File: src/rtl/text_cell_pkg.sv
// Shared types of the character-cell engine: operation codes and FSM states.
package text_cell_pkg;
    typedef enum logic [1:0] {
        OP_COPY   = 2'd0,
        OP_FILL   = 2'd1,
        OP_STREAM = 2'd2,
        OP_NONE   = 2'd3
    } op_e;

    typedef enum logic [2:0] {
        ST_IDLE,
        ST_READ,
        ST_WRITE,
        ST_FILL,
        ST_STREAM
    } st_e;
endpackage

File: src/rtl/cell_addr.sv
// Maps a cell coordinate to its byte address.
// Assumes the caller keeps coordinates within the buffer; the result wraps at ADDR_W.
module cell_addr #(
    parameter int ADDR_W  = 20,
    parameter int COORD_W = 8,
    parameter int SHIFT_W = 2,
    parameter int CPL_W   = 9
) (
    input  logic [ADDR_W-1:0]  base,
    input  logic [SHIFT_W-1:0] shift,
    input  logic [CPL_W-1:0]   cells_per_line,
    input  logic [COORD_W:0]   x,
    input  logic [COORD_W:0]   y,
    output logic [ADDR_W-1:0]  addr
);
    logic [ADDR_W-1:0] cell_lin;

    // linear cell number scaled by the cell stride (2 << shift)
    always_comb begin
        cell_lin = ADDR_W'(x) + ADDR_W'(y) * ADDR_W'(cells_per_line);
        addr     = base + (cell_lin << (int'(shift) + 1));
    end
endmodule

File: src/rtl/rect_walker.sv
// Row-major offset counter over a w-by-h rectangle.
// Assumes w and h are non-zero and stable between load and the last step.
module rect_walker #(
    parameter int COORD_W = 8
) (
    input  logic               clk,
    input  logic               rst_n,
    input  logic               load,
    input  logic               step,
    input  logic [COORD_W-1:0] w,
    input  logic [COORD_W-1:0] h,
    output logic [COORD_W-1:0] col_i,
    output logic [COORD_W-1:0] row_j,
    output logic               last
);
    logic end_col;

    // flags the final column and the final cell
    always_comb begin
        end_col = (col_i == w - COORD_W'(1));
        last    = end_col && (row_j == h - COORD_W'(1));
    end

    // advances the column, wrapping into the next row
    always_ff @(posedge clk) begin
        if (!rst_n || load) begin
            col_i <= '0;
            row_j <= '0;
        end else if (step) begin
            if (end_col) begin
                col_i <= '0;
                row_j <= row_j + COORD_W'(1);
            end else begin
                col_i <= col_i + COORD_W'(1);
            end
        end
    end
endmodule

File: src/rtl/text_cell_engine.sv
// Rectangle copy / fill / stream engine for a text buffer of 16-bit cells
// (glyph in bits 7:0, attribute in bits 15:8).
// Assumes: mem_rdata is valid the cycle after mem_rd; rectangles lie inside
// the buffer; operation inputs only matter in the cycle start is accepted.
module text_cell_engine
    import text_cell_pkg::*;
#(
    parameter int ADDR_W  = 20,
    parameter int COORD_W = 8,
    parameter int SHIFT_W = 2,
    parameter int LINE_W  = 12,
    parameter int LEN_W   = 16
) (
    input  logic               clk,
    input  logic               rst_n,
    input  logic               start,
    input  logic [1:0]         opcode,
    input  logic [ADDR_W-1:0]  base_addr,
    input  logic [SHIFT_W-1:0] stride_exp,
    input  logic [LINE_W-1:0]  line_pixels,
    input  logic [COORD_W-1:0] src_col,
    input  logic [COORD_W-1:0] src_row,
    input  logic [COORD_W-1:0] dst_col,
    input  logic [COORD_W-1:0] dst_row,
    input  logic [COORD_W-1:0] rect_w,
    input  logic [COORD_W-1:0] rect_h,
    input  logic [7:0]         fill_glyph,
    input  logic [7:0]         fg_color,
    input  logic [7:0]         bg_color,
    input  logic [LEN_W-1:0]   stream_len,
    input  logic [7:0]         idx_data,
    output logic               idx_pop,
    output logic               busy,
    output logic               done,
    output logic [ADDR_W-1:0]  mem_addr,
    output logic [15:0]        mem_wdata,
    output logic               mem_rd,
    output logic               mem_wr,
    input  logic [15:0]        mem_rdata
);
    localparam int CPL_W = LINE_W - 3;

    st_e                st;
    op_e                op_in;
    logic [ADDR_W-1:0]  base_q;
    logic [SHIFT_W-1:0] shift_q;
    logic [CPL_W-1:0]   cpl_q;
    logic [COORD_W-1:0] sc_q, sr_q, dc_q, dr_q, w_q, h_q;
    logic [7:0]         glyph_q, attr_q;
    logic [LEN_W-1:0]   len_q, used_q;
    logic               back_q;
    logic               no_work, fwd_in, accept, step, last;
    logic [COORD_W-1:0] col_i, row_j, ox, oy;
    logic [COORD_W:0]   sx, sy, dx, dy;
    logic [ADDR_W-1:0]  src_a, dst_a;

    // decodes the request and the copy scan direction
    always_comb begin
        op_in   = op_e'(opcode);
        no_work = (rect_w == '0) || (rect_h == '0) || (op_in == OP_NONE)
                  || ((op_in == OP_STREAM) && (stream_len == '0));
        fwd_in  = (src_row > dst_row) || ((src_row == dst_row) && (src_col > dst_col));
        accept  = (st == ST_IDLE) && start;
        step    = (st == ST_WRITE) || (st == ST_FILL) || (st == ST_STREAM);
    end

    rect_walker #(.COORD_W(COORD_W)) u_walk (
        .clk   (clk),
        .rst_n (rst_n),
        .load  (accept),
        .step  (step),
        .w     (w_q),
        .h     (h_q),
        .col_i (col_i),
        .row_j (row_j),
        .last  (last)
    );

    // mirrors the walk offsets for a backward scan and forms cell coordinates
    always_comb begin
        ox = back_q ? (w_q - COORD_W'(1) - col_i) : col_i;
        oy = back_q ? (h_q - COORD_W'(1) - row_j) : row_j;
        sx = {1'b0, sc_q} + {1'b0, ox};
        sy = {1'b0, sr_q} + {1'b0, oy};
        dx = {1'b0, dc_q} + {1'b0, ox};
        dy = {1'b0, dr_q} + {1'b0, oy};
    end

    cell_addr #(.ADDR_W(ADDR_W), .COORD_W(COORD_W), .SHIFT_W(SHIFT_W), .CPL_W(CPL_W)) u_src_a (
        .base(base_q), .shift(shift_q), .cells_per_line(cpl_q), .x(sx), .y(sy), .addr(src_a)
    );
    cell_addr #(.ADDR_W(ADDR_W), .COORD_W(COORD_W), .SHIFT_W(SHIFT_W), .CPL_W(CPL_W)) u_dst_a (
        .base(base_q), .shift(shift_q), .cells_per_line(cpl_q), .x(dx), .y(dy), .addr(dst_a)
    );

    // drives the memory port and stream handshake from the state
    always_comb begin
        busy      = (st != ST_IDLE);
        mem_rd    = (st == ST_READ);
        mem_wr    = step;
        idx_pop   = (st == ST_STREAM);
        mem_addr  = (st == ST_READ) ? src_a : dst_a;
        mem_wdata = (st == ST_WRITE)  ? mem_rdata :
                    (st == ST_STREAM) ? {attr_q, idx_data} : {attr_q, glyph_q};
    end

    // latches the operation when it is accepted
    always_ff @(posedge clk) begin
        if (!rst_n) begin
            base_q <= '0; shift_q <= '0; cpl_q <= '0;
            sc_q <= '0; sr_q <= '0; dc_q <= '0; dr_q <= '0;
            w_q <= '0; h_q <= '0; glyph_q <= '0; attr_q <= '0;
            len_q <= '0; back_q <= 1'b0;
        end else if (accept) begin
            base_q  <= base_addr;
            shift_q <= stride_exp;
            cpl_q   <= line_pixels[LINE_W-1:3];
            sc_q    <= src_col;
            sr_q    <= src_row;
            dc_q    <= dst_col;
            dr_q    <= dst_row;
            w_q     <= rect_w;
            h_q     <= rect_h;
            glyph_q <= fill_glyph;
            attr_q  <= {bg_color[3:0], fg_color[3:0]};
            len_q   <= stream_len;
            back_q  <= (op_in == OP_COPY) && !fwd_in;
        end
    end

    // sequences the operation and pulses done after the last access
    always_ff @(posedge clk) begin
        if (!rst_n) begin
            st     <= ST_IDLE;
            done   <= 1'b0;
            used_q <= '0;
        end else begin
            done <= 1'b0;
            case (st)
                ST_IDLE: if (start) begin
                    used_q <= '0;
                    if (no_work)                  done <= 1'b1;
                    else if (op_in == OP_COPY)    st   <= ST_READ;
                    else if (op_in == OP_FILL)    st   <= ST_FILL;
                    else                          st   <= ST_STREAM;
                end
                ST_READ:  st <= ST_WRITE;
                ST_WRITE: begin
                    st <= last ? ST_IDLE : ST_READ;
                    done <= last;
                end
                ST_FILL: if (last) begin
                    st   <= ST_IDLE;
                    done <= 1'b1;
                end
                ST_STREAM: begin
                    used_q <= used_q + LEN_W'(1);
                    if (last || (used_q + LEN_W'(1) == len_q)) begin
                        st   <= ST_IDLE;
                        done <= 1'b1;
                    end
                end
                default: st <= ST_IDLE;
            endcase
        end
    end
endmodule

File: config.mk
export PLATFORM = sky130hd
export DESIGN_NAME = text_cell_engine
export DESIGN_NICKNAME = d
export VERILOG_FILES = /design/src/rtl/text_cell_pkg.sv /design/src/rtl/cell_addr.sv /design/src/rtl/rect_walker.sv /design/src/rtl/text_cell_engine.sv
export SDC_FILE = /design/constraint.sdc
export NUM_CORES = 1
export LEC_CHECK = 0
export ABC_AREA = 1
export BUFFER_PORTS_ARGS = -buffer_cell sky130_fd_sc_hd__buf_2
export CORE_ASPECT_RATIO = 1.1
export CORE_UTILIZATION = 55
export DETAILED_ROUTE_END_ITERATION = 10
export PLACE_DENSITY = 0.74
export SETUP_SLACK_MARGIN = 0.1
export SLEW_MARGIN = 30
export SYNTH_ARGS = -nofsm -noshare
export SYNTH_HDL_FRONTEND = slang
export SYNTH_SLANG_ARGS = --single-unit
File: constraint.sdc
create_clock -name clk -period 10.1 [get_ports clk]
set_input_delay 1.01 -clock clk [delete_from_list [all_inputs] [get_ports clk]]
set_output_delay 1.01 -clock clk [all_outputs]
set_load 0.01 [all_outputs]
* After elaboration in Yosys (flattened, before gate mapping)
Index checks and enable logic that the tools add are counted.
** Cells by class
- Equal/unequal tests :: 15
- Multiply operators :: 2
- $add $sub $neg :: 16
- Magnitude comparators :: 2
- Reductions and logical operators :: 25
- Muxes and demuxes :: 21
- Shift operators :: 2
** Operators by type and width (number)
- $shl 20x32->20 :: 2
- $add 20x20->20 :: 2
- $add 9x18->19 :: 2
- $add 8x8->9 :: 4
- $mul 9x9->18 :: 2
- $mux 16 :: 2
- $mux 8 :: 4
- $pmux 16 s2 :: 1
- $eq 8x8->1 :: 3
- $mux 20 :: 1
- $mux 3 :: 6
- $add 16x1->16 const B :: 1
- $add 8x1->8 const B :: 2
- $eq 16x16->1 :: 1
- $gt 8x8->1 :: 2
- $logic_not 16->1 :: 1
- $logic_not 8->1 :: 2
- $sub 8x1->8 const B :: 2
- $sub 8x8->8 :: 2
- $pmux 3 s5 :: 1
- $logic_or 1x1->1 :: 8
- $eq 3x2->1 const B :: 2
- $ne 2x2->1 const B :: 3
- $logic_and 1x1->1 :: 5
- other kinds (15) :: 22
** Word-level totals
- Bits in registers :: 148
- Input bits :: 151
- Logic and storage cells :: 101
- Output and inout port bits :: 41

* Logic depth before layout (Yosys ltp)
Gate-level depths: netlist (run 1).
- Depth after elaboration :: 9
- Gate-level depth with buffers :: 53
- Mapped depth without buffers :: 53

* By module
A second synthesis (run 1) with hierarchy kept.
** Unflattened totals
- Cell total of the unflattened synthesis :: 3002
- Area, all modules :: 19547.5 um^2
** By module, submodules not included
- text_cell_engine :: sequential area each 2642.5 um^2, area an instance 8040.2 um^2, instances 1, cells an instance 1175
- cell_addr at u_src_a :: sequential area each 0.0 um^2, area an instance 5057.4 um^2, instances 1, cells an instance 795
- cell_addr at u_dst_a :: sequential area each 0.0 um^2, area an instance 5044.8 um^2, instances 1, cells an instance 798
- rect_walker :: sequential area each 320.3 um^2, area an instance 1405.1 um^2, instances 1, cells an instance 234

* Worst setup path before layout (run 1)
Ideal clock, no wire load.
- Kind :: register to output
- Start point :: register h_q[0]
- End point :: output mem_addr[19]
- Path buffers :: 0
- Path slack :: 0.714 ns
- Cell stages (with the launch flop) :: 50
- Required time :: 9.090 ns
- Arrival time :: 8.376 ns
- Path through :: dfxtp_1 > inv_1 > ha_1 > inv_1 > ha_1 > nand2_1 > nand2_1 > a21oi_1 > nor2_1 > o21ai_0 > nand2_1 > nand2_1 > nand2_1 > o22ai_1 > ha_1 > a21oi_1 > o21ai_0 > nand2_1 > [14 not listed] > inv_1 > a21oi_1 > nand2_1 > a21oi_1 > o21ai_0 > o21a_1 > o21ai_0 > mux2i_1 > o21ai_0 > ha_1 > a21oi_1 > o21ai_0 > a221oi_1 > nand3_1 > a21oi_1 > inv_1 > nand3_1 > nand2_1
** On the way
- Longest elaborated chain between the ends :: 9
- Elaborated cells on any way between the ends :: 14
- Those cells by class :: add/sub (8); mul (2); shift (2); mux (2)
** Ends and longest elaborated chain
- start: declaration :: RTL line text_cell_engine.sv:48 : logic [COORD_W-1:0] sc_q, sr_q, dc_q, dr_q, w_q, h_q;
- start signal: assignment :: RTL line text_cell_engine.sv:123 : h_q <= rect_h;
- $sub 8x1->8 (*) :: RTL line text_cell_engine.sv:82 : oy = back_q ? (h_q - COORD_W'(1) - row_j) : row_j;
- $sub 8x8->8 (*) :: RTL line text_cell_engine.sv:82
- $mux 8 (*) :: RTL line text_cell_engine.sv:82
- $add 8x8->9 (on tied branches) :: RTL line text_cell_engine.sv:86, text_cell_engine.sv:84
- $mul 9x9->18 :: RTL line cell_addr.sv:20 : cell_lin = ADDR_W'(x) + ADDR_W'(y) * ADDR_W'(cells_per_line);
- $add 9x18->19 :: RTL line cell_addr.sv:20
- $shl 20x32->20 :: RTL line cell_addr.sv:21 : addr = base + (cell_lin << (int'(shift) + 1));
- $add 20x20->20 :: RTL line cell_addr.sv:21
- $mux 20 (*) :: RTL line text_cell_engine.sv:102 : mem_addr = (st == ST_READ) ? src_a : dst_a;
- end: declaration :: RTL line text_cell_engine.sv:35 : output logic [ADDR_W-1:0] mem_addr,
Every way passes the cells marked *; elsewhere a longest branch is shown, timed or not.

* Worst setup path after layout (run 1)
- Start point :: register h_q[0]
- End point :: output mem_addr[18]
The elaborated chain is that of the path after synthesis.

==> summary.txt, run 1 <==
STA
  – Max frequency: 98.94 MHz
  – Final setup vio count: 1
  – Min Tclk post-route: 10.11 ns
  – Final Hold Fails: 0
  – Slew Viols, Final: 0
  – Worst rel slew slack: 39.05%
  – Final period utilization: 100.1%
  – Worst setup margin: -0.007406 ns
  – Worst Hold Slack: 0.4556 ns
  – Clock skew: 0.01332 ns
  – RSZ-0062 raised after global routing: yes
  – Actual slew at the worst max-slew pin: 0.9121 ns

CTS
  – CTS sink cnt: 148
  – Clock tree buffer depth: 2
  – CTS Root Cell: clkbuf_16
  – Clock-pin slew on the worst setup and hold paths: 0.07 ns
  – H-tree Lvls: 4
  – # hold bufs at CTS: 0
  – Clk_lat worst skew: 0.45 ns
  – CTS tree: yes
  – Num CTS Buffers: 17

Yosys
  – Syn_nets: 2959
  – Post-synth top cells: nand2_1, inv_1, nor2_1
  – Largest cells by area after synthesis: dfxtp_1, fa_1, ha_1
  – Post-synth EDFFs: 0
  – Count leader, synth: nand2_1
  – Post-Synthesis Cells: 2486
  – Biggest area consumer among synthesized cells: dfxtp_1
  – Synth top area share: 17.36%
  – Fraction of registers with async set/reset: 0%
  – Register area share after synthesis: 17.36%
  – Syn Area/Cell: 6.864 µm²
  – Post-synthesis cell area: 17070 µm²
  – Synth unique cells: 51
  – Main synth FF type: dfxtp_1
  – Synth warn: 0
  – Flops & latches, synth: 148

Power
  – Flop pwr share: 13.5%
  – VDD IR-drop max: 0.2185 mV
  – Clock power share: 9.5%
  – Switching Share: 50.72%
  – Net switching power: 3.257 mW
  – Leakage: 10.76 nW
  – Power per cell area: 302.1 nW/µm²
  – Internal power: 3.164 mW
  – Comb power frac: 76.9%

Floorplan
  – Core area: 30510 µm²
  – Die width: 170.0 µm
  – Die Y: 186.7 µm
  – FP Rows: 67
  – Die area: 31740 µm²
  – Initial Util: 55.93%
  – I/O pins: 192

Place
  – Gpl congestion: 0.9677
  – Port bufs: 180
  – Hpwl dp: 37710 µm
  – Cell Area, Placed: 19190 µm²

GRT
  – Vias in the first global route: 17140
  – GRT Total Usage: 31.33%
  – Initial antenna violation count: 3
  – Pin count of the biggest net entering global routing: 88
  – First-pass GRT wire length: 79950 µm
  – Overflow after GRT: 0

Job
  – Max-cap violation count: 0

Route
  – DR DRC count: 0
  – 1st-pass router iterations: 5
  – Wire per inst: 15.32 µm
  – Vias post-DR: 16980
  – Aggregate routed wire length: 49160 µm
  – Routed Antenna Nets: 0
  – Initial DRC count: 970
  – Vias/cell: 5.292

Critical path
  – Crit path kind: reg2out
  – Worst setup EP type: output pin
  – CP Launch Type: flip-flop
  – CP max FO: 4
  – Critical R2R Launch: st[1]$_SDFFE_PN0P_
  – Highest cell delay on the worst timing path: 0.57 ns
  – Critical path required time: 9.09 ns
  – R2R depth: 10
  – CP arrival: 9.10 ns
  – Worst r2r dst: attr_q[4]$_SDFFE_PN0P_
  – CP dominant cell by count: buf_4
  – Reg2Reg Setup Slack: 6.96 ns
  – Slowest cell on the critical path: fa_1

Final layout
  – Area delta synth->final: 24.58%
  – Share of layout cells above drive strength 1: 23.93%
  – Finished Cell Area: 21260 µm²
  – Nets: 3253

Hold path
  – Hold/Removal Path Class: reg2reg
  – Hold EP: glyph_q[4]$_SDFFE_PN0P_
  – Hold_sp: glyph_q[4]$_SDFFE_PN0P_
  – Worst hold path depth: 2

Run status
  – Violated checks: setup timing
  – Status: finished with violations
-- worst max path at each step --
stage,slack (ns),from,end
floorplan,0.71,h_q[0]$_SDFFE_PN0P_,mem_addr[19]
global placement,-0.21,h_q[0]$_SDFFE_PN0P_,mem_addr[19]
detailed placement,-0.34,h_q[0]$_SDFFE_PN0P_,mem_addr[19]
CTS,-0.03,h_q[1]$_SDFFE_PN0P_,mem_addr[19]
global route,-0.51,h_q[0]$_SDFFE_PN0P_,mem_addr[18]
finish,-0.007,h_q[0]$_SDFFE_PN0P_,mem_addr[18]
-- state kept, by name (all words and copies together) (netlist names) --
signal,count
dr_q,8
dc_q,8
shift_q,2
sc_q,8
base_q,20
used_q,16
cpl_q,9
u_walk.row_j,8
h_q,8
attr_q,8
u_walk.col_i,8
st,3
w_q,8
glyph_q,8
back_q,1
len_q,16
done,1
sr_q,8
-- metal layers --
layer	global-route usage [%]	up-vias	wire length, µm
li1	-	8447	-
met1	38.09	7932	20620
met2	55.44	501	24470
met3	5.175	95	2678
met4	10.74	2	1382
met5	0	-	11
-- power by group through the flow --
| stage | clock network (mW) | logic [mW] | registers [mW] |
|---|---|---|---|
| floorplan | 0 | 2.58 | 0.800 |
| global route | 0.640 | 5.46 | 0.889 |
| CTS | 0.621 | 4.42 | 0.858 |
| finish | 0.613 | 4.94 | 0.869 |
| detailed placement | 0 | 3.89 | 0.862 |
| global placement | 0 | 3.82 | 0.857 |
-- logic make-up (layout without fill, tap and decap cells) --
kind of cell | count (synthesis) | in the layout | share of synthesized area (%)
compound gates | 410 | 410 | 12.76
xor+xnor | 60 | 60 | 3.329
fa+ha+maj | 322 | 322 | 29.46
buf+inv | 546 | 852 | 12.12
flops | 148 | 148 | 17.36
mux | 7 | 7 | 0.4106
other cells | 0 | 2 | 0
simple gates | 993 | 993 | 24.55
-- timing repair --
item                                    in CTS  in global routing
setup buffers                               27                 10
pin swaps                                  108                 87
endpoints found under the setup margin      11                 14
gates resized for setup                    154                148
-- stage by stage --
stage / instances / total power, mW / setup TNS (ns) / worst slack (ns) / util [%]
4_1_cts: 3196 / 5.897 / -0.03612 / -0.02780 / 67.24
3_3_place_gp: 3138 / 4.681 / -0.3595 / -0.2145 / 62.88
6_report: 3208 / 6.422 / -0.007406 / -0.007406 / 69.67
2_1_floorplan: 2486 / 3.384 / 0 / 0.7142 / -
3_5_place_dp: 3138 / 4.757 / -0.9119 / -0.3431 / 62.89
5_1_grt: 3208 / 6.991 / -3.890 / -0.5099 / 69.67
-- critical path, delay by kind of cell, from the launching register on --
family	cells	cell delay [ns]
flops	1	0.32
buf+inv	16	1.90
xor+xnor	3	0.46
compound gates	5	0.53
mux	1	0.24
fa+ha+maj	10	3.80
simple gates	15	1.38
-- layout make-up --
cell class / count / area, µm²
well taps: 414 / 518.0
clock buffers: 17 / 425.4
inverters: 473 / 1778
flip-flops and latches: 148 / 2965
repair buffers: 348 / 2182
clock inverters: 14 / 121.4
diodes: 2 / 5.005
multi-input cells: 1792 / 13270
fillers: 2606 / 9254
-- cells in the final DEF (no fill, tap or decap), drive strengths merged, types with 9 or more instances in the layout --
cell type  synthesis  layout
buf               12     348
ha               189     189
clkinv             6      10
inv              467     473
nor4              13      13
o21ai            200     200
or2               11      11
nor3              26      26
nor2             255     255
nand3            117     117
clkbuf            61      17
dfxtp            148     148
fa               133     133
xor2              37      37
xnor2             21      21
nand4             21      21
a21oi            168     168
nand2            537     537
o311ai             9       9
No activity file was read; power rests on OpenSTA's default activity.
==> inputs of run 2 (changes only) <==
- CORE_ASPECT_RATIO: 1.1 -> 1.25
==> summary.txt, run 2 (same netlist as run 1, synthesis figures left out) <==
Final layout
  – Nets: 3245
  – Reg with most FFs: base_q
  – Commonest cells after routing, fill and taps aside: nand2_1, inv_1, nor2_1
  – Largest register FFs: 20
  – Ant diodes: 0
  – Commonest non-fill, non-tap cell in the layout: nand2_1
  – Final Non-Filler Cells: 3186
  – Area delta synth->final: 24.66%
  – Share of layout cells above drive strength 1: 24.31%
  – Finished Cell Area: 21270 µm²
  – Top flop regs: base_q: 20 flops, len_q: 16 flops, used_q: 16 flops

Route
  – Aggregate routed wire length: 50190 µm
  – Wire per inst: 15.75 µm
  – WL met2: 25540 µm
  – 1st-pass router iterations: 6
  – Vias post-DR: 17190
  – Initial DRC count: 1082
  – Vias/cell: 5.396
  – DR top layer: met4
  – Met3 wire len: 2697 µm
  – Met1 Wirelength: 20120 µm
  – DR DRC count: 0
  – Routed Antenna Nets: 0

Power
  – Internal power: 3.189 mW
  – VDD IR-drop max: 0.2799 mV
  – Comb power frac: 76.9%
  – Flop pwr share: 13.3%
  – Power per cell area: 305.0 nW/µm²
  – Switching Share: 50.86%
  – Leakage: 10.81 nW
  – Net switching power: 3.300 mW
  – Power Total: 6.489 mW
  – Clock power share: 9.7%

CTS
  – # hold bufs at CTS: 0
  – CTS sink cnt: 148
  – Num CTS Buffers: 17
  – Clock-pin slew on the worst setup and hold paths: 0.06 ns
  – Clock tree buffer depth: 2
  – H-tree Lvls: 4
  – CTS tree: yes
  – Clk_lat worst skew: 0.45 ns
  – CTS Root Cell: clkbuf_16

Floorplan
  – Die area: 31740 µm²
  – Die Y: 198.9 µm
  – FP Rows: 71
  – Initial Util: 56.33%
  – I/O pins: 192
  – Core area: 30290 µm²
  – Die width: 159.6 µm

Critical path
  – CP max FO: 4
  – Worst r2r dst: u_walk.col_i[1]$_SDFFE_PP0P_
  – CP dominant cell by count: buf_4
  – Crit path kind: reg2out
  – Slowest cell on the critical path: fa_1
  – R2R depth: 10
  – Reg2Reg Setup Slack: 7.45 ns
  – Highest cell delay on the worst timing path: 0.56 ns
  – CP arrival: 9.27 ns
  – Number of buffers and inverters on the critical path: 13
  – Worst setup EP type: output pin
  – Family with the most delay on the worst path: adder cells
  – Critical path required time: 9.09 ns
  – Critical R2R Launch: st[1]$_SDFFE_PN0P_
  – CP Launch Type: flip-flop

GRT
  – Vias in the first global route: 16800
  – GRT Total Usage: 31.44%
  – Pin count of the biggest net entering global routing: 80
  – Overflow after GRT: 0
  – First-pass GRT wire length: 80080 µm
  – Initial antenna violation count: 0

STA
  – Final Hold Fails: 0
  – Clock skew: 0.01288 ns
  – Worst setup margin: -0.1819 ns
  – Slew Viols, Final: 0
  – Final period utilization: 101.8%
  – Worst Hold Slack: 0.4579 ns
  – RSZ-0062 raised after global routing: yes
  – Final setup vio count: 6
  – Max frequency: 97.26 MHz
  – Min Tclk post-route: 10.28 ns
  – Actual slew at the worst max-slew pin: 0.8897 ns
  – Worst rel slew slack: 40.60%

Place
  – Gpl congestion: 0.9367
  – Post-Place Worst Slack: -0.2336 ns
  – Cell Area, Placed: 18990 µm²
  – Inst Count DP: 3100
  – Port bufs: 180
  – Hpwl dp: 37760 µm

Hold path
  – Hold EP: glyph_q[3]$_SDFFE_PN0P_
  – Worst hold path depth: 2
  – Hold/Removal Path Class: reg2reg
  – Hold_sp: glyph_q[3]$_SDFFE_PN0P_

Run status
  – Violated checks: setup timing
  – Status: finished with violations

Job
  – Max-cap violation count: 0
-- run 2: how the worst max path moves through the flow --
| stage | from | endpoint | slack, ns | cells after the start |
|---|---|---|---|---|
| 2_1_floorplan | h_q[0]$_SDFFE_PN0P_ | mem_addr[19] | 0.71 | 49 |
| 3_3_place_gp | h_q[0]$_SDFFE_PN0P_ | mem_addr[19] | -0.04 | 48 |
| 3_5_place_dp | h_q[0]$_SDFFE_PN0P_ | mem_addr[19] | -0.23 | 47 |
| 4_1_cts | h_q[1]$_SDFFE_PN0P_ | mem_addr[19] | -0.03 | 50 |
| 5_1_grt | h_q[0]$_SDFFE_PN0P_ | mem_addr[19] | -0.56 | 48 |
| 6_report | h_q[0]$_SDFFE_PN0P_ | mem_addr[18] | -0.18 | 49 |
-- run 2: tightest hold or removal path, delay by kind of cell, from the launching register on --
kind                   cells  cell delay [ns]
AO/OA/AOI/OAI              1             0.05
buffers and inverters      1             0.06
flip-flops                 1             0.30
-- run 2: routing by layer --
layer / GRT usage [%] / up-vias
li1: - / 8417
met1: 36.88 / 8063
met2: 57.84 / 594
met3: 3.628 / 118
met4: 13.28 / 0
met5: 0 / -
-- run 2: final cells by class --
type / count / area, µm²
fill: 2496 / 9019
multi-input combinational: 1792 / 13310
clock buffer: 20 / 446.7
timing repair buffer: 340 / 2146
sequential: 148 / 2965
tap: 401 / 501.7
clock inverter: 12 / 120.1
inverter: 473 / 1783
-- run 2: stage by stage --
step | utilization [%] | TNS (ns)
after detailed placement | 62.67 | -0.4833
after CTS | 68.07 | -0.04101
after global placement | 62.67 | -0.03603
final | 70.23 | -0.5736
after floorplan | - | 0
after global routing | 70.23 | -4.110
-- run 2: what timing repair did --
item	CTS	global route
setup endpoints to repair	11	14
gates resized for setup	199	139
pin swaps	134	118
hold endpoints to repair	0	0
buffers inserted	37	18
-- run 2: power by group through the flow --
stage	sequential (mW)	combinational, mW	clock (mW)
after floorplan	0.800	2.58	0
after global placement	0.854	3.74	0
after detailed placement	0.859	3.80	0
after CTS	0.857	4.50	0.640
after global routing	0.881	5.48	0.660
final	0.866	4.99	0.633
